**config.mk**
```make
export PLATFORM = sky130hd
export DESIGN_NAME = prio_bus_arbiter
export DESIGN_NICKNAME = d
export VERILOG_FILES = /design/src/rtl/arb_pkg.sv /design/src/rtl/arb_prio_regs.sv /design/src/rtl/arb_prio_select.sv /design/src/rtl/prio_bus_arbiter.sv
export SDC_FILE = /design/constraint.sdc
export NUM_CORES = 1
export LEC_CHECK = 0
export CAP_MARGIN = 20
export CORE_UTILIZATION = 35
export DETAILED_ROUTE_END_ITERATION = 10
export PLACE_DENSITY = 0.63
export SETUP_SLACK_MARGIN = 0.05
export SLEW_MARGIN = 10
export SYNTH_ARGS = -nofsm -noshare
export SYNTH_HDL_FRONTEND = slang
export SYNTH_SLANG_ARGS = --single-unit
```
**constraint.sdc**
```tcl
create_clock -name clk -period 3.26 [get_ports clk]
set_input_delay 0.326 -clock clk [delete_from_list [all_inputs] [get_ports clk]]
set_output_delay 0.326 -clock clk [all_outputs]
set_load 0.005 [all_outputs]
```
**src/rtl/arb_pkg.sv**
```systemverilog
package arb_pkg;
   // Width of a master index for a given master count (at least one bit).
   function automatic int idx_width(input int masters);
      return (masters > 1) ? $clog2(masters) : 1;
   endfunction
endpackage

```
**src/rtl/arb_prio_regs.sv**
```systemverilog
module arb_prio_regs #(
   parameter int NUM_MASTERS = 4,
   parameter int PRIO_W      = 3
) (
   input  logic                               clk,
   input  logic                               rst_n,
   input  logic                               cfg_we,
   input  logic [NUM_MASTERS*PRIO_W-1:0]      cfg_wdata,
   output logic [NUM_MASTERS-1:0][PRIO_W-1:0] prio
);
   localparam int WORD_W = NUM_MASTERS * PRIO_W;

   always_ff @(posedge clk or negedge rst_n) begin
      if (!rst_n)
         prio <= '0;
      else if (cfg_we)
         prio <= cfg_wdata;
   end

   AST_CFG_STORE: assert property (@(posedge clk) disable iff (!rst_n)
      cfg_we |=> (WORD_W'(prio) == $past(cfg_wdata)));
   AST_CFG_KEEP: assert property (@(posedge clk) disable iff (!rst_n)
      !cfg_we |=> $stable(prio));
endmodule

```
**src/rtl/arb_prio_select.sv**
```systemverilog
module arb_prio_select #(
   parameter int NUM_MASTERS = 4,
   parameter int PRIO_W      = 3
) (
   input  logic [NUM_MASTERS-1:0]             req,
   input  logic [NUM_MASTERS-1:0][PRIO_W-1:0] prio,
   output logic [NUM_MASTERS-1:0]             win_onehot,
   output logic [arb_pkg::idx_width(NUM_MASTERS)-1:0] win_idx
);
   localparam int IDX_W = arb_pkg::idx_width(NUM_MASTERS);

   // beaten[i][j]: master j rules master i out.
   logic [NUM_MASTERS-1:0][NUM_MASTERS-1:0] beaten;

   for (genvar i = 0; i < NUM_MASTERS; i++) begin : g_cand
      for (genvar j = 0; j < NUM_MASTERS; j++) begin : g_rival
         if (j < i) begin : g_lower
            assign beaten[i][j] = req[j] && (prio[j] >= prio[i]);
         end else if (j > i) begin : g_higher
            assign beaten[i][j] = req[j] && (prio[j] > prio[i]);
         end else begin : g_self
            assign beaten[i][j] = 1'b0;
         end
      end
      assign win_onehot[i] = req[i] && (beaten[i] == '0);
   end

   always_comb begin
      win_idx = '0;
      for (int k = 0; k < NUM_MASTERS; k++)
         if (win_onehot[k]) win_idx = IDX_W'(k);
   end
endmodule

```
**src/rtl/prio_bus_arbiter.sv**
```systemverilog
module prio_bus_arbiter #(
   parameter int NUM_MASTERS = 4,
   parameter int PRIO_W      = 3
) (
   input  logic                                       clk,
   input  logic                                       rst_n,
   input  logic [NUM_MASTERS-1:0]                     req,
   input  logic                                       xfer_busy,
   input  logic                                       cfg_we,
   input  logic [NUM_MASTERS*PRIO_W-1:0]              cfg_wdata,
   output logic [NUM_MASTERS*PRIO_W-1:0]              cfg_rdata,
   output logic [NUM_MASTERS-1:0]                     bus_grant,
   output logic [arb_pkg::idx_width(NUM_MASTERS)-1:0] grant_idx
);
   localparam int IDX_W  = arb_pkg::idx_width(NUM_MASTERS);
   localparam int WORD_W = NUM_MASTERS * PRIO_W;

   if (NUM_MASTERS < 2) begin : g_bad_masters
      $error("prio_bus_arbiter: NUM_MASTERS must be at least 2");
   end
   if (PRIO_W < 1 || PRIO_W > 8) begin : g_bad_prio
      $error("prio_bus_arbiter: PRIO_W must lie in 1..8");
   end

   logic [NUM_MASTERS-1:0][PRIO_W-1:0] prio;
   logic [NUM_MASTERS-1:0]             win_onehot;
   logic [IDX_W-1:0]                   win_idx;
   logic                               decide;

   arb_prio_regs #(.NUM_MASTERS(NUM_MASTERS), .PRIO_W(PRIO_W)) u_regs (
      .clk       (clk),
      .rst_n     (rst_n),
      .cfg_we    (cfg_we),
      .cfg_wdata (cfg_wdata),
      .prio      (prio)
   );

   arb_prio_select #(.NUM_MASTERS(NUM_MASTERS), .PRIO_W(PRIO_W)) u_sel (
      .req        (req),
      .prio       (prio),
      .win_onehot (win_onehot),
      .win_idx    (win_idx)
   );

   assign cfg_rdata = WORD_W'(prio);
   assign decide    = !xfer_busy || (bus_grant == '0);

   always_ff @(posedge clk or negedge rst_n) begin
      if (!rst_n) begin
         bus_grant <= '0;
         grant_idx <= '0;
      end else if (decide) begin
         bus_grant <= win_onehot;
         grant_idx <= win_idx;
      end
   end

   AST_GRANT_ONEHOT0: assert property (@(posedge clk) disable iff (!rst_n)
      $onehot0(bus_grant));
   AST_IDX_MATCH: assert property (@(posedge clk) disable iff (!rst_n)
      (bus_grant != '0) |-> bus_grant[grant_idx]);
   AST_HOLD_BUSY: assert property (@(posedge clk) disable iff (!rst_n)
      (xfer_busy && bus_grant != '0) |=> ($stable(bus_grant) && $stable(grant_idx)));
   AST_IDLE_EMPTY: assert property (@(posedge clk) disable iff (!rst_n)
      (!xfer_busy && req == '0) |=> (bus_grant == '0));

   for (genvar i = 0; i < NUM_MASTERS; i++) begin : g_rule_chk
      AST_WIN_RULE: assert property (@(posedge clk) disable iff (!rst_n)
         (decide && req[i]) |=> ((bus_grant != '0) &&
            (($past(prio[i]) < $past(prio[win_idx])) ||
             (($past(prio[i]) == $past(prio[win_idx])) && (i >= grant_idx)))));
   end
endmodule

```
==> run_results.csv <==
group,metric,value,unit
run_status,status,"complete, no violations",
layout,layout-drive-gt1-share,4.88,%
synthesis,synth_area,0.00120,mm^2
global_route,grt_max_degree,22,
worst_setup_path,cp.arrival,1.94,ns
drt,viasPerCell,5.10,
timing,relSlewSlack,44.3,%
synthesis,synth_compound_area_share,22.7,%
synthesis,synth_seq_area_share,37.5,%
clocking,cts_max_path_buffers,2,
synthesis,syn-num-nets,164,
placement,hpwl,2.40,mm
global_route,grt_usage,17.6,%
synthesis,synth_top_family_by_area,"compound AO/OA/AOI/OAI gates",
power,p_switching,232,uW
worst_setup_path,r2r_start,"u_regs.prio[4]",
synthesis,synthesis.instances,126,
global_route,globalRouteOverflowTotal,0,
worst_setup_path,start_kind,"flip-flop",
layout,fillerInstances,322,
global_route,grt_pass1_vias,1079,
timing,post-route-period-util,53.5,%
placement,numPortBuffers,37,
synthesis,synth-async-reset-ratio,100,%
clocking,cts_tree,"built",
timing,max_slew.worst_pin.slew,0.833,ns
worst_setup_path,cpPeakStageDelay,0.39,ns
worst_setup_path,r2r-end,"grant_idx[0]",
die,core,0.00315,mm^2
power,comb_power_share,41.4,%
worst_setup_path,crit_type,"flip-flop to flip-flop",
power,power_frac_clock,15.7,%
synthesis,synth_xor_area_share,0,%
timing,setup_viol,0,
worst_setup_path,path_delay_family,"compound AO/OA/AOI/OAI gates",
clocking,post_cts_buffers,0,
synthesis,synth_mux_area_share,2.82,%
synthesis,synth-edff-count,0,
clocking,numCtsBuffers,3,
timing,rsz0062_at_grt,"false",
global_route,grt_pass1_wl,4.74,mm
timing,skew,0.00554,ns
clocking,cts-root-buf,"clkbuf_4",
timing,fmax,0.573,GHz
die,ioPinCount,38,
synthesis,syn_area_per_cell,9.52,um^2
worst_setup_path,r2r_cells,7,
drt,antenna_left,0,
layout,final_util,52.0,%
layout,n_antenna_cell,0,
synthesis,synthSimpleGateAreaFrac,13.1,%
worst_setup_path,required,3.45,ns
power,vdd.ir_drop.worst,200,uV
synthesis,synth_fa_ha_area_share,18.8,%
power,pwr-share-seq,42.9,%
die,rows,20,
clocking,cts_max_level,1,
clocking,clock-sinks,18,
die,dieArea,0.00367,mm^2
global_route,antenna_found_initial,0,
layout,multi_input_area,689,um^2
timing,period_minus_slack,1.75,ns
worst_setup_path,endpoint_kind,"flip-flop",
layout,nets,204,
clocking,cts_hold_buf,0,
clocking,worst_skew_pair.late_latency,0.29,ns
synthesis,ys_ff_latch,18,
layout,areaGrowthSynthToFinish,36.7,%
power,internal_power,468,uW
drt,vias,1061,
synthesis,synth.distinct_cells,30,
drt,first_pass_iters,4,
clocking,cts-resized-gates,0,
die,fp.dieH,60.6,um
drt,wl_per_cell,13.9,um
layout,regArea,450,um^2
synthesis,yosysWarningCount,0,
worst_setup_path,crit_buf_inv,1,
timing,hold_viol,0,
power,powerDensity,427,mW/mm^2
timing,setup_tns,0,ns
drt,routed_wl,2.90,mm
drt,drt_iter0_markers,25,
synthesis,yosys_most_used_dff,"dfrtp_1",
placement,finalWeightedCongestion,0.905,
die,initial_utilization,38.1,%
worst_setup_path,slowest_stage,"dfrtp_1",
worst_setup_path,path_cells,"inv_1 -> ha_1 -> nor2b_1 -> o21ai_1 -> a32oi_1 -> and2_1 -> o311ai_1",
power,p_sw_share,33.1,%
die,die_w,60.6,um
worst_setup_path,path_max_fanout,4,
drt,drc,0,
power,power_leakage,0.000738,uW
clocking,clk_pin_slew,0.10,ns
worst_setup_path,r2r_setup_slack,1.51,ns
worst_hold_path,hp-class,"input port to asynchronous set/reset pin",
timing,slew_violations,0,
flow_run,max_cap_violations,0,
layout make-up:
| type | instances | share of cell area (%) |
|---|---|---|
| clock buffers | 3 | 1.37 |
| inverters | 14 | 3.20 |
| multi-input cells | 92 | 42.0 |
| flip-flops and latches | 18 | 27.5 |
| well taps | 44 | 3.36 |
| repair buffers | 37 | 22.6 |
flip-flops by register name, indices dropped and copies added (netlist names):
name	count
bus_grant	4
u_regs.prio	12
grant_idx	2
layout by cell type, fill, tap and decap left out, drive strengths merged, types with 2 or more instances in the layout:
cell | netlist | routed
a21oi | 2 | 2
dfrtp | 18 | 18
nor2b | 5 | 5
clkbuf | 2 | 3
nand2 | 19 | 19
o21a | 2 | 2
nand3 | 5 | 5
ha | 18 | 18
o31a | 3 | 3
clkdlybuf4s50 | 0 | 37
o2111ai | 2 | 2
o21ai | 13 | 13
o211ai | 3 | 3
mux2 | 3 | 3
nor2 | 3 | 3
a21o | 2 | 2
inv | 14 | 14
synthesized netlist by cell type, drive strengths merged (2+ instances only):
master	instances	share of area, %
mux2	3	2.8
nand2	19	5.9
clkbuf	2	0.63
o211ai	3	1.9
o21ai	13	5.4
ha	18	19
o2111ai	2	1.5
nor2b	5	2.6
a21o	2	1.3
a21oi	2	1.1
nand3	5	2.1
o21a	2	1.3
nor2	3	0.94
inv	14	4.4
o31a	3	2.2
dfrtp	18	38
cell families after synthesis:
family / count (synthesis)
simple gates: 35
flops: 18
fa+ha+maj: 18
buf+inv: 16
mux: 3
compound gates: 36
layer usage:
metal | global-route usage (%) | vias to the layer above | wire, um
li1 | - | 532 | -
met1 | 19.8 | 489 | 1290
met2 | 32.8 | 36 | 1410
met3 | 4.90 | 4 | 163
met4 | 4.22 | 0 | 38
met5 | 0 | - | 0
worst reg2reg max path: stages, from the launching register on:
cell and delay (ns):
dfrtp_1 0.39, inv_1 0.15, ha_1 0.27, nor2b_1 0.13
o21ai_1 0.11, a32oi_1 0.11, and2_1 0.21, o311ai_1 0.28
power groups by stage:
stage	Sequential (uW)	Combinational (uW)	Clock [uW]
2_1_floorplan	302	148	0
3_3_place_gp	305	284	0
3_5_place_dp	306	290	0
4_1_cts	302	293	114
5_1_grt	305	324	122
6_report	300	290	110
stage by stage:
stage	instances	setup slack, ns	total power (uW)	cell area [um^2]	hold WS, ns
after floorplan	126	1.68	450	1200	0.0304
after global placement	205	1.54	589	1620	0.483
after detailed placement	205	1.52	596	1620	0.494
after CTS	208	1.51	709	1640	0.519
after global routing	208	1.44	751	1640	0.535
final	208	1.51	700	1640	0.503
worst max-delay path by stage:
| stage | from | end | slack, ns | depth (start not counted) |
|---|---|---|---|---|
| 2_1_floorplan | u_regs.prio[7] | grant_idx[0] | 1.68 | 7 |
| 3_3_place_gp | cfg_we | u_regs.prio[10] | 1.54 | 2 |
| 3_5_place_dp | cfg_we | u_regs.prio[11] | 1.52 | 2 |
| 4_1_cts | u_regs.prio[4] | grant_idx[0] | 1.51 | 7 |
| 5_1_grt | u_regs.prio[4] | bus_grant[1] | 1.44 | 7 |
| 6_report | u_regs.prio[4] | grant_idx[0] | 1.51 | 7 |
Note: power is estimated with default switching activity, not from simulation.
